`src/rtl/wck_gen_pkg.sv`:
```
package wck_gen_pkg;

    typedef enum logic [1:0] {
        WM_STATIC_LO = 2'b00,
        WM_STATIC_HI = 2'b01,
        WM_TOGGLE    = 2'b10,
        WM_FAST      = 2'b11
    } wck_mode_e;

    typedef enum logic [1:0] {
        WS_LO_FIRST  = 2'b00,
        WS_LO_SECOND = 2'b01,
        WS_HI_FIRST  = 2'b10,
        WS_HI_SECOND = 2'b11
    } wave_state_e;

    // number of controller phases in use for a ratio code
    function automatic int unsigned phases_of(input logic [1:0] rc);
        unique case (rc)
            2'b00:   return 1;
            2'b01:   return 2;
            default: return 4;
        endcase
    endfunction

endpackage

```
`src/rtl/wck_phase_map.sv`:
```
module wck_phase_map
    import wck_gen_pkg::*;
#(
    parameter int MAX_PH = 4,
    parameter int MUL_LO = 2,
    parameter int MUL_HI = 4,
    localparam int TICKS = MAX_PH * MUL_HI
) (
    input  logic [1:0]          ratio_code,
    input  logic                mult_hi,
    input  logic [MAX_PH-1:0]   phase_en,
    input  logic [2*MAX_PH-1:0] phase_mode,
    output logic [TICKS-1:0]    tick_act,
    output logic [TICKS-1:0]    tick_en,
    output logic [2*TICKS-1:0]  tick_mode
);

    int unsigned n_ph;
    assign n_ph = phases_of(ratio_code);

    for (genvar k = 0; k < TICKS; k++) begin : g_tick
        localparam int PH_HI = k / MUL_HI;
        localparam int PH_LO = k / MUL_LO;
        logic       lo_act, lo_en, hi_act, hi_en;
        logic [1:0] lo_mode, hi_mode;

        assign hi_act  = (PH_HI < n_ph);
        assign hi_en   = phase_en[PH_HI];
        assign hi_mode = phase_mode[2*PH_HI +: 2];

        if (PH_LO < MAX_PH) begin : g_lo
            assign lo_act  = (PH_LO < n_ph);
            assign lo_en   = phase_en[PH_LO];
            assign lo_mode = phase_mode[2*PH_LO +: 2];
        end else begin : g_lo_none
            assign lo_act  = 1'b0;
            assign lo_en   = 1'b0;
            assign lo_mode = 2'b00;
        end

        always_comb begin
            if (mult_hi) begin
                tick_act[k]        = hi_act;
                tick_en[k]         = hi_en;
                tick_mode[2*k +: 2] = hi_mode;
            end else begin
                tick_act[k]        = lo_act;
                tick_en[k]         = lo_en;
                tick_mode[2*k +: 2] = lo_mode;
            end
        end
    end

endmodule

```
`src/rtl/wck_tick_step.sv`:
```
module wck_tick_step
    import wck_gen_pkg::*;
(
    input  logic        act,
    input  logic        en,
    input  logic [1:0]  mode,
    input  wave_state_e cur,
    output wave_state_e nxt,
    output logic        bit_o
);

    logic level_hi;
    assign level_hi = (cur == WS_HI_FIRST) || (cur == WS_HI_SECOND);

    always_comb begin
        nxt   = cur;
        bit_o = 1'b0;
        if (act) begin
            if (!en) begin
                nxt = WS_LO_FIRST;
            end else begin
                unique case (wck_mode_e'(mode))
                    WM_STATIC_LO: begin
                        bit_o = 1'b0;
                        nxt   = WS_LO_FIRST;
                    end
                    WM_STATIC_HI: begin
                        bit_o = 1'b1;
                        nxt   = WS_LO_FIRST;
                    end
                    WM_TOGGLE: begin
                        bit_o = level_hi;
                        unique case (cur)
                            WS_LO_FIRST:  nxt = WS_LO_SECOND;
                            WS_LO_SECOND: nxt = WS_HI_FIRST;
                            WS_HI_FIRST:  nxt = WS_HI_SECOND;
                            WS_HI_SECOND: nxt = WS_LO_FIRST;
                        endcase
                    end
                    WM_FAST: begin
                        bit_o = level_hi;
                        nxt   = level_hi ? WS_LO_FIRST : WS_HI_FIRST;
                    end
                endcase
            end
        end
    end

endmodule

```
`src/rtl/wck_phase_gen.sv`:
```
module wck_phase_gen
    import wck_gen_pkg::*;
#(
    parameter int MAX_PH = 4,
    parameter int MUL_LO = 2,
    parameter int MUL_HI = 4,
    localparam int TICKS = MAX_PH * MUL_HI
) (
    input  logic                clk,
    input  logic                rst_n,
    input  logic [1:0]          ratio_code,
    input  logic                mult_hi,
    input  logic [MAX_PH-1:0]   phase_en,
    input  logic [2*MAX_PH-1:0] phase_mode,
    output logic [TICKS-1:0]    pattern_o
);

    logic [TICKS-1:0]   tick_act, tick_en, tick_bits;
    logic [2*TICKS-1:0] tick_mode;
    wave_state_e        wave_q;
    wave_state_e        chain [TICKS+1];

    wck_phase_map #(
        .MAX_PH (MAX_PH),
        .MUL_LO (MUL_LO),
        .MUL_HI (MUL_HI)
    ) i_map (
        .ratio_code (ratio_code),
        .mult_hi    (mult_hi),
        .phase_en   (phase_en),
        .phase_mode (phase_mode),
        .tick_act   (tick_act),
        .tick_en    (tick_en),
        .tick_mode  (tick_mode)
    );

    assign chain[0] = wave_q;

    for (genvar k = 0; k < TICKS; k++) begin : g_step
        wck_tick_step i_step (
            .act   (tick_act[k]),
            .en    (tick_en[k]),
            .mode  (tick_mode[2*k +: 2]),
            .cur   (chain[k]),
            .nxt   (chain[k+1]),
            .bit_o (tick_bits[k])
        );
    end

    // waveform state register
    always_ff @(posedge clk or negedge rst_n) begin
        if (!rst_n) wave_q <= WS_LO_FIRST;
        else        wave_q <= chain[TICKS];
    end

    // output register
    always_ff @(posedge clk or negedge rst_n) begin
        if (!rst_n) pattern_o <= '0;
        else        pattern_o <= tick_bits;
    end

    // ---------------- assertions ----------------
    logic [TICKS-1:0] used_mask;
    always_comb begin
        used_mask = '0;
        for (int k = 0; k < TICKS; k++)
            if (k < int'(phases_of(ratio_code)) * (mult_hi ? MUL_HI : MUL_LO))
                used_mask[k] = 1'b1;
    end

    p_reset_zero_r1: assert property (@(posedge clk)
        !rst_n |=> (pattern_o == '0));

    p_unused_zero_r9: assert property (@(posedge clk) disable iff (!rst_n)
        1'b1 |=> ((pattern_o & ~$past(used_mask)) == '0));

    p_disabled_low_r4: assert property (@(posedge clk) disable iff (!rst_n)
        (phase_en == '0) |=> (pattern_o == '0));

    p_static_high_r3: assert property (@(posedge clk) disable iff (!rst_n)
        ((&phase_en) && (phase_mode == {MAX_PH{2'b01}}))
        |=> (pattern_o == $past(used_mask)));

    p_fast_alt_r6: assert property (@(posedge clk) disable iff (!rst_n)
        ((&phase_en) && (phase_mode == {MAX_PH{2'b11}}))
        |=> (((pattern_o ^ (pattern_o >> 1)) & ($past(used_mask) >> 1))
             == ($past(used_mask) >> 1)));

endmodule

```
`config.mk`:
```
export PLATFORM = sky130hd
export DESIGN_NAME = wck_phase_gen
export DESIGN_NICKNAME = d
export VERILOG_FILES = /design/src/rtl/wck_gen_pkg.sv /design/src/rtl/wck_phase_map.sv /design/src/rtl/wck_tick_step.sv /design/src/rtl/wck_phase_gen.sv
export SDC_FILE = /design/constraint.sdc
export NUM_CORES = 1
export LEC_CHECK = 0
export ABC_AREA = 1
export CELL_PAD_IN_SITES_DETAIL_PLACEMENT = 0
export CELL_PAD_IN_SITES_GLOBAL_PLACEMENT = 1
export CORE_MARGIN = 3
export CORE_UTILIZATION = 39
export DETAILED_ROUTE_END_ITERATION = 16
export PLACE_DENSITY = 0.78
export SYNTH_ARGS = -nofsm -noshare
export SYNTH_HDL_FRONTEND = slang
export SYNTH_SLANG_ARGS = --single-unit
```
`constraint.sdc`:
```
create_clock -name clk -period 13.67 [get_ports clk]
set_input_delay 2.734 -clock clk [delete_from_list [all_inputs] [get_ports clk]]
set_output_delay 2.734 -clock clk [all_outputs]
set_load 0.01 [all_outputs]
```
==> results of run 1 <==
## how the worst max path moves through the flow
| stage | end | start | slack, ns |
|---|---|---|---|
| 2_1_floorplan | wave_q[1] | phase_mode[0] | 1.68 |
| 3_3_place_gp | wave_q[1] | phase_mode[1] | 0.18 |
| 3_5_place_dp | wave_q[1] | phase_mode[1] | 0.15 |
| 4_1_cts | wave_q[1] | phase_mode[1] | 0.37 |
| 5_1_grt | wave_q[1] | phase_mode[1] | -0.03 |
| 6_report | wave_q[1] | phase_mode[1] | 0.96 |
## cell usage after synthesis (2+ instances only)
library cell   n
nand2_2        6
o22ai_1       11
nand2_1       64
o21ai_1        2
nand2_4        7
nand4_1        2
a21oi_1       21
or2_2         11
inv_1         32
nor3_1         5
inv_2          6
nor2_2         3
nand3_1       11
o21ai_2        2
ha_1          33
nand3_2        2
nor2_1        34
dfrtp_1       18
o21ai_0        8
nor2_4         5
## logic make-up after synthesis
group / after synthesis
buffers and inverters: 40
AOI/OAI and AO/OA: 46
DFF: 18
and+or+nand+nor: 154
adders and majority gates: 33
## metrics by stage
stage          power, µW  std cells  area [µm²]  util [%]  TNS [ns]
2_1_floorplan      93.69        291        2085         -         0
3_3_place_gp       111.9        390        2485     50.28         0
3_5_place_dp       112.3        390        2485     50.28         0
4_1_cts            158.1        394        2540     51.39         0
5_1_grt            171.4        395        2620     53.01  -0.02614
6_report           159.6        395        2620     53.01         0
## worst max-delay path, delay by kind of cell
kind,cells,cell delay (ns)
compound gates,15,1.87
fa+ha+maj,15,2.71
buf+inv,3,0.29
simple gates,47,5.29
## registers in the layout, summed over array words and instances, names as in the netlist
name	count
wave_q	2
pattern_o	16
## area by class of cell
class                   count  area (µm²)
clock buffers               4       55.05
inverters                  39       151.4
fillers                   550        2322
repair buffers             34       335.3
multi-input cells         233        1544
well taps                  67       83.83
flip-flops and latches     18       450.4
## power breakdown
part           switching [µW]  internal [µW]  leakage, µW  total, µW
combinational            34.0           23.9      0.00111       57.9
sequential              0.677           55.3     0.000246       56.0
clock                    20.1           25.6    0.0000288       45.7
## per-layer routing
metal / global-route usage [%] / up-vias / routed length, µm
li1: - / 1011 / -
met1: 21.14 / 856 / 2355
met2: 24.66 / 27 / 2095
met3: 1.361 / 4 / 131
met4: 5.670 / 0 / 66
met5: 0 / - / 0
## timing repair
item	4_1_cts	5_1_grt
hold endpoints to repair	0	0
gates resized for setup	0	21
buffers inserted	0	1
endpoints found under the setup margin	0	3
==> out/summary.txt, run 1 <==
Max-Cap Viols - 0
sequential fraction of the synthesis area - 21.61%
async set or reset register ratio after synthesis - 100.0%
I/O Pins - 33
PwrDens - 60.91 nW/µm²
Layout area overhead - 25.69%
Worst setup SP type - input pin
CP Class - input pin to register
drt wl/cell - 11.77 µm
Compound-Gate Fraction of Synth Area - 12.79%
largest net degree at the start of global routing - 19
Port Buffers - 32
DR vias - 1,898
total congestion overflow - 0
WHS Path Cells - 3
CTS sink count - 18
post-route ant nets - 0
Unique masters post-synth - 28
Layout Skew - 0.002559 ns
post-synthesis mux area share - 0%
Worst Hold End - pattern_o[0]
Pleak - 0.001388 µW
total CTS buffers - 3
Max VDD drop - 0.03535 mV
CP Max Fanout - 6
top cells by area, synth - dfrtp_1 (22%), ha_1 (20%), nand2_1 (12%), nor2_1 (6.1%), inv_1 (5.8%)
n_diodes - 0
commonest cells after routing, fill and taps aside - nand2_1 (60), nor2_1 (33), inv_1 (32), ha_1 (32), clkdlybuf4s50_1 (29)
die area - 6258 µm²
root buffer cell - clkbuf_8
cell taking the most area after synthesis - dfrtp_1
fin worst setup slack - 0.9555 ns
clock buffer depth - 2
Setup violations, final - 0
row count - 25
Worst R2R End - wave_q[1]
Syn Nets - 341
drc violations - 0
via/cell ratio - 4.805
first-pass GRT wire length - 7679 µm
fraction of layout cells with a size suffix above 1 - 21.65%
Synth Area in Simple Gates - 38.00%
YS warnings - 0
Cells after Synth - 291
final WL - 4648 µm
hold wc startpoint - wave_q[0]
endpoints failing hold - 0
share of the synthesized area in the top cell type - 21.61%
Syn Area/Cell - 7.163 µm²
pre-CTS setup slack - 0.1468 ns
Nets - 379
gpl congestion - 0.8192
Fmax achieved - 78.65 MHz
status - complete, no violations
largest family of logic cells by synthesized area - simple AND/OR/NAND/NOR gates
worst rel slew slack - 41.56%
Die Ht - 79.11 µm
commonest non-fill, non-tap cell in the layout - nand2_1
Slew Viols, Final - 0
hold_ws - 0.7625 ns
area share of fa/ha/maj cells after synthesis - 19.81%
Mapped Area - 2084 µm²
most used cell, CP - nand2_1
Setup crit end kind - register
DR pass1 iterations - 6
prevailing post-synth register cell - dfrtp_1
Starting Density - 42.18%
Tot GR Track Use - 15.29%
vias in the first global route - 1,726
fin crit period - 12.71 ns
CTS tree - built
Hold Buf Count CTS - 0
Skew-Pair Late Insertion Delay - 0.26 ns
DIE WIDTH - 79.11 µm
FF-to-FF path depth - 81
CP max stage cell - or2_2
final worst-path cycle share - 93.01%
FF-to-FF Start - wave_q[0]
CP peak stage delay - 0.32 ns
WP data arrival - 12.91 ns
xor/xnor share of the synthesized area - 0%
number of synthesized flops with an enable pin - 0
Tightest Hold Check Type - register to register
Final HPWL DP - 3884 µm
Least-Margin Pin Slew - 0.8738 ns
post-synthesis sequential element count - 18
setup slack, reg-to-reg - 2.93 ns
antenna violations before repair - 0
clock-pin slew on the worst setup and hold paths - 0.08 ns
Core Area - 4942 µm²
Worst EP required - 13.86 ns
1st-iter DRT viols - 58
deepest level of the CTS H-tree - 1
Power figures use the tool's default switching activity.
==> run 2, diff against run 1 <==
--- a/config.mk
+++ b/config.mk
@@ -6,12 +6,10 @@
 export NUM_CORES = 1
 export LEC_CHECK = 0
 export ABC_AREA = 1
-export CELL_PAD_IN_SITES_DETAIL_PLACEMENT = 0
-export CELL_PAD_IN_SITES_GLOBAL_PLACEMENT = 1
 export CORE_MARGIN = 3
-export CORE_UTILIZATION = 39
+export CORE_UTILIZATION = 55
 export DETAILED_ROUTE_END_ITERATION = 16
-export PLACE_DENSITY = 0.78
+export PLACE_DENSITY = 0.8
 export SYNTH_ARGS = -nofsm -noshare
 export SYNTH_HDL_FRONTEND = slang
 export SYNTH_SLANG_ARGS = --single-unit
==> constraint.sdc (replaced) <==
create_clock -name clk -period 13.67 [get_ports clk]
set_input_delay 2.734 -clock clk [delete_from_list [all_inputs] [get_ports clk]]
set_output_delay 2.734 -clock clk [all_outputs]
set_load 0.05 [all_outputs]
==> run 2 against run 1 <==
Compared with the run above: utilization rose by 21 points; highest routed layer unchanged; cell count fell by 4.6%; clock-buffer cell count did not move; largest cell class unchanged; clock skew rose by 0.0039 ns.
==> out/summary.txt, run 2 (synthesis gave the netlist of run 1 again) <==
CP max stage cell - or2_2
Max VDD drop - 0.03663 mV (+3.6%)
pre-CTS setup slack - 0.1299 ns (-0.01683 ns)
P_sw - 57.81 µW (+5.6%)
Layout area overhead - 24.61%
WP buf/inv - 3 (unchanged)
CP Max Fanout - 6 (unchanged)
Tot GR Track Use - 20.91% (+5.6 points)
antenna violations before repair - 0 (unchanged)
Die Ht - 67.56 µm (-15%)
CTS tree - built
Nets - 382 (+0.79%)
internal power - 104.9 µW (about the same)
Worst Hold End - pattern_o[0]
final WL - 4386 µm (-5.6%)
FF-to-FF path depth - 81 (unchanged)
status - complete, no violations
die area - 4564 µm² (-27%)
fraction of layout cells with a size suffix above 1 - 22.05% (+0.41 points)
clock-pin slew on the worst setup and hold paths - 0.06 ns (-0.02 ns)
Slew Viols, Final - 0 (unchanged)
commonest cells after routing, fill and taps aside - nand2_1 (61), inv_1 (32), nor2_1 (32)
drc violations - 0 (unchanged)
Final HPWL DP - 3577 µm (-7.9%)
hold wc startpoint - wave_q[0]
root buffer cell - clkbuf_8
Port Buffers - 32 (unchanged)
Worst EP required - 13.80 ns (-0.06 ns)
Skew-Pair Late Insertion Delay - 0.26 ns (about the same)
CP peak stage delay - 0.32 ns (about the same)
most used cell, CP - nand2_1
fin worst setup slack - 0.9458 ns (-0.009744 ns)
CP Class - input pin to register
n_diodes - 0 (unchanged)
Core Area - 3495 µm² (-29%)
endpoints failing hold - 0 (unchanged)
DIE WIDTH - 67.56 µm (-15%)
Least-Margin Pin Slew - 0.7825 ns (-0.09131 ns)
switch share - 35.53% (+1.2 points)
via/cell ratio - 5.183 (+7.9%)
Placed Instances - 369 (-5.4%)
Combinational Power Share - 39.1% (+2.8 points)
Reg with most FFs - pattern_o
I/O Pins - 33 (unchanged)
FILL cells - 295 (-46%)
PwrDens - 62.63 nW/µm² (+2.8%)
DR pass1 iterations - 4 (-2)
Tightest Hold Check Type - register to register
CTS sink count - 18 (unchanged)
final worst-path cycle share - 93.08% (about the same)
DR vias - 1,954 (+3.0%)
worst rel slew slack - 47.67% (+6.1 points)
Crit path max-delay family - simple AND/OR/NAND/NOR gates
Clock Power Share - 26.5% (-2.1 points)
vias in the first global route - 1,742 (+0.93%)
clock buffer depth - 2 (unchanged)
FF-to-FF Start - wave_q[0]
non-filler instance count after layout - 377 (-4.6%)
Hold Buf Count CTS - 0 (unchanged)
largest net degree at the start of global routing - 19 (unchanged)
drt wl/cell - 11.63 µm (-1.1%)
Worst R2R End - wave_q[1]
1st-iter DRT viols - 161 (+180%)
total congestion overflow - 0 (unchanged)
Starting Density - 59.65% (+17 points)
commonest non-fill, non-tap cell in the layout - nand2_1
max reg flops - 16 (unchanged)
post-route ant nets - 0 (unchanged)
Fmax achieved - 78.59 MHz (about the same)
Worst setup SP type - input pin
row count - 21 (-16%)
Pleak - 0.001387 µW (-0.12%)
gpl congestion - 0.8912 (+8.8%)
Max-Cap Viols - 0 (unchanged)
first-pass GRT wire length - 7341 µm (-4.4%)
total CTS buffers - 3 (unchanged)
setup TNS - 0 ns (unchanged)
deepest level of the CTS H-tree - 1 (unchanged)
Largest regs - pattern_o (16), wave_q (2)
setup slack, reg-to-reg - 2.90 ns (-0.03 ns)
WP data arrival - 12.85 ns (-0.06 ns)
WHS Path Cells - 3 (unchanged)
Setup crit end kind - register
fin crit period - 12.72 ns (+0.009744 ns)
sequential power share - 34.4% (-0.7 points)
Layout Skew - 0.006434 ns (+0.003875 ns)
Setup violations, final - 0 (unchanged)
==> run 2: power groups by stage <==
stage	combinational (µW)	clock (µW)	sequential, µW
2_1_floorplan	35.6	0	63.7
3_5_place_dp	60.0	0	57.1
4_1_cts	60.4	44.5	56.1
6_report	63.6	43.1	56.0
5_1_grt	71.9	46.7	56.2
3_3_place_gp	59.5	0	57.0
==> run 2: worst max-delay path by stage <==
stage / start / endpoint / slack [ns] / cells after the start
floorplan: phase_mode[0] / wave_q[1] / 1.68 / 80
global placement: phase_mode[1] / wave_q[1] / 0.23 / 81
detailed placement: phase_mode[1] / wave_q[1] / 0.13 / 81
CTS: phase_mode[1] / wave_q[1] / 0.36 / 81
global route: phase_mode[1] / wave_q[1] / -0.03 / 81
finish: phase_mode[1] / wave_q[1] / 0.95 / 82
==> run 2: tightest hold or removal path, cell delays in order (launching register included) <==
cell     delay [ns]
dfrtp_1        0.35
ha_1           0.18
o21ai_0        0.08
a21oi_1        0.12
==> run 2: metal layers <==
| metal | vias up | track usage (%) | wire, µm |
|---|---|---|---|
| met5 | - | 0 | 0 |
| met4 | 0 | 7.089 | 76 |
| met3 | 7 | 2.496 | 216 |
| met2 | 55 | 33.90 | 1963 |
| met1 | 873 | 28.53 | 2130 |
| li1 | 1019 | - | - |
==> run 2: area by class of cell <==
type                       instances  area [µm²]  share of cell area (%)
sequential                        18       450.4                   17.34
timing repair buffer              37       350.3                   13.49
multi-input combinational        233        1533                   59.01
tap                               46       57.56                   2.216
clock buffer                       4       55.05                   2.119
inverter                          39       151.4                   5.829
==> run 2: metrics by stage <==
stage	util [%]	total power (µW)	hold slack [ns]	area [µm²]
after floorplan	-	99.29	0.6876	2085
after global placement	70.35	116.5	0.7278	2459
after detailed placement	70.35	117.1	0.7733	2459
after CTS	71.93	160.9	0.7902	2514
after global routing	74.33	174.7	0.8791	2597
final	74.33	162.7	0.7802	2597
==> run 2: what timing repair did <==
action | in CTS | in global routing
gates resized for setup | 0 | 23
endpoints found under the setup margin | 0 | 3
hold endpoints to repair | 0 | 0
buffers inserted | 0 | 4
==> run 3, diff against run 2 <==
--- a/config.mk
+++ b/config.mk
@@ -6,10 +6,10 @@
 export NUM_CORES = 1
 export LEC_CHECK = 0
 export ABC_AREA = 1
-export CORE_MARGIN = 3
+export CAP_MARGIN = 20
 export CORE_UTILIZATION = 55
 export DETAILED_ROUTE_END_ITERATION = 16
-export PLACE_DENSITY = 0.8
+export PLACE_DENSITY = 0.85
 export SYNTH_ARGS = -nofsm -noshare
 export SYNTH_HDL_FRONTEND = slang
 export SYNTH_SLANG_ARGS = --single-unit
==> run 3 against run 2 <==
Compared with the run above: non-clock buffer count fell by 3; routed wire length rose by 5.7%; utilization fell by 3.4 points; clock power barely moved; sequential power about the same; largest cell class unchanged; largest power group unchanged; highest routed layer unchanged.
==> out/summary.txt, run 3 (synthesis gave the netlist of run 1 again) <==
Setup crit end kind - register
via/cell ratio - 5.298 (+2.2%)
commonest cells after routing, fill and taps aside - nand2_1 (59), inv_1 (32), nor2_1 (32), ha_1 (32), clkdlybuf4s50_1 (29)
Die Ht - 63.56 µm (-5.9%)
I/O Pins - 33 (unchanged)
clock buffer depth - 2 (unchanged)
WP data arrival - 13.05 ns (+0.20 ns)
Final HPWL DP - 3676 µm (+2.8%)
first-pass GRT wire length - 7562 µm (+3.0%)
Worst setup SP type - input pin
DR vias - 1,992 (+1.9%)
n_diodes - 0 (unchanged)
Slew Viols, Final - 0 (unchanged)
most used cell, CP - nand2_1
Setup violations, final - 0 (unchanged)
CP Class - input pin to register
root buffer cell - clkbuf_8
DIE WIDTH - 63.56 µm (-5.9%)
DR pass1 iterations - 4 (unchanged)
final total power - 163.9 µW (+0.74%)
CTS tree - built
Pleak - 0.001388 µW (+0.11%)
max reg flops - 16 (unchanged)
drt wl/cell - 12.34 µm (+6.0%)
drc violations - 0 (unchanged)
Layout area overhead - 24.49% (about the same)
antenna violations before repair - 0 (unchanged)
worst rel slew slack - 47.50% (-0.17 points)
Tightest Hold Check Type - register to register
Max-Cap Viols - 0 (unchanged)
Starting Density - 56.94% (-2.7 points)
Least-Margin Pin Slew - 0.7850 ns (+0.002494 ns)
Clock Power Share - 26.3% (-0.2 points)
FF-to-FF path depth - 82 (+1.2%)
Nets - 379 (-0.79%)
largest net degree at the start of global routing - 19 (unchanged)
1st-iter DRT viols - 104 (-35%)
gpl congestion - 0.9310 (+4.5%)
Fmax achieved - 77.34 MHz (-1.6%)
Port Buffers - 32 (unchanged)
deepest level of the CTS H-tree - 1 (unchanged)
fin crit period - 12.93 ns (+0.2053 ns)
CP peak stage delay - 0.32 ns (about the same)
status - complete, no violations
post-route ant nets - 0 (unchanged)
CTS sink count - 18 (unchanged)
row count - 22 (+4.8%)
Layout Skew - 0.008860 ns (+0.002426 ns)
final worst-path cycle share - 94.58% (+1.5 points)
Largest regs - pattern_o (16), wave_q (2)
CP Max Fanout - 6 (unchanged)
commonest non-fill, non-tap cell in the layout - nand2_1
vias in the first global route - 1,850 (+6.2%)
Tot GR Track Use - 23.25% (+2.3 points)
P_sw - 59.12 µW (+2.3%)
WHS Path Cells - 3 (unchanged)
clock-pin slew on the worst setup and hold paths - 0.06 ns (about the same)
Max VDD drop - 0.04430 mV (+21%)
Skew-Pair Late Insertion Delay - 0.25 ns (about the same)
Combinational Power Share - 39.5% (+0.4 points)
fraction of layout cells with a size suffix above 1 - 21.95% (-0.10 points)
internal power - 104.8 µW (-0.10%)
final WL - 4638 µm (+5.7%)
hold_ws - 0.7493 ns (-0.03093 ns)
total CTS buffers - 3 (unchanged)
endpoints failing hold - 0 (unchanged)
total congestion overflow - 0 (unchanged)
switch share - 36.07% (+0.54 points)
Worst EP required - 13.79 ns (about the same)
PwrDens - 63.16 nW/µm² (+0.84%)
Final Core Density - 70.88% (-3.4 points)
Reg with most FFs - pattern_o
sequential power share - 34.2% (-0.2 points)
Core Area - 3661 µm² (+4.8%)
CP max stage cell - or2_2
die area - 4040 µm² (-11%)
## run 3: final timing paths
kind,startpoint,end,slack (ns)
max,phase_mode[0],wave_q[1],0.74
max in group asynchronous,rst_n,pattern_o[0],10.24
min in group asynchronous,rst_n,pattern_o[3],2.93
min,wave_q[0],pattern_o[0],0.75
max reg2reg,wave_q[0],wave_q[1],2.75
min reg2reg,wave_q[0],pattern_o[0],0.75
## run 3: layout make-up
type / count / area, µm²
inverters: 39 / 151.4
well taps: 48 / 60.06
fillers: 298 / 1066
clock buffers: 4 / 55.05
multi-input cells: 233 / 1543
flip-flops and latches: 18 / 450.4
repair buffers: 34 / 335.3
## run 3: metal layers
metal | track usage [%] | vias to the layer above | wire [µm]
li1 | - | 1011 | -
met1 | 29.46 | 910 | 2087
met2 | 41.22 | 69 | 2306
met3 | 2.355 | 2 | 230
met4 | 6.534 | 0 | 14
met5 | 0 | - | 0
## run 3: power groups by stage
stage	clock network [µW]	registers (µW)	logic (µW)
floorplan	0	63.7	35.6
global route	45.7	56.3	72.0
global placement	0	57.0	59.1
detailed placement	0	57.2	60.4
finish	43.1	56.1	64.7
CTS	43.8	56.2	60.7
## run 3: repair_timing
action                                  in CTS  in global routing
hold buffers                                 0                  0
setup buffers                                0                  1
endpoints found under the setup margin       0                  3
resized for setup                            0                 22
## run 3: through the flow
stage	TNS (ns)	cells	cell area, µm²	setup slack [ns]
after floorplan	0	291	2085	1.676
after global placement	0	371	2461	0.3191
after detailed placement	0	371	2461	0.1078
after CTS	0	375	2516	0.3318
after global routing	-0.08230	376	2595	-0.07775
final	0	376	2595	0.7405
## run 3: worst max-delay path: cells and delay by family
kind	cells	cell delay, ns
buf+inv	3	0.34
simple gates	49	5.66
compound gates	14	1.74
fa+ha+maj	15	2.55
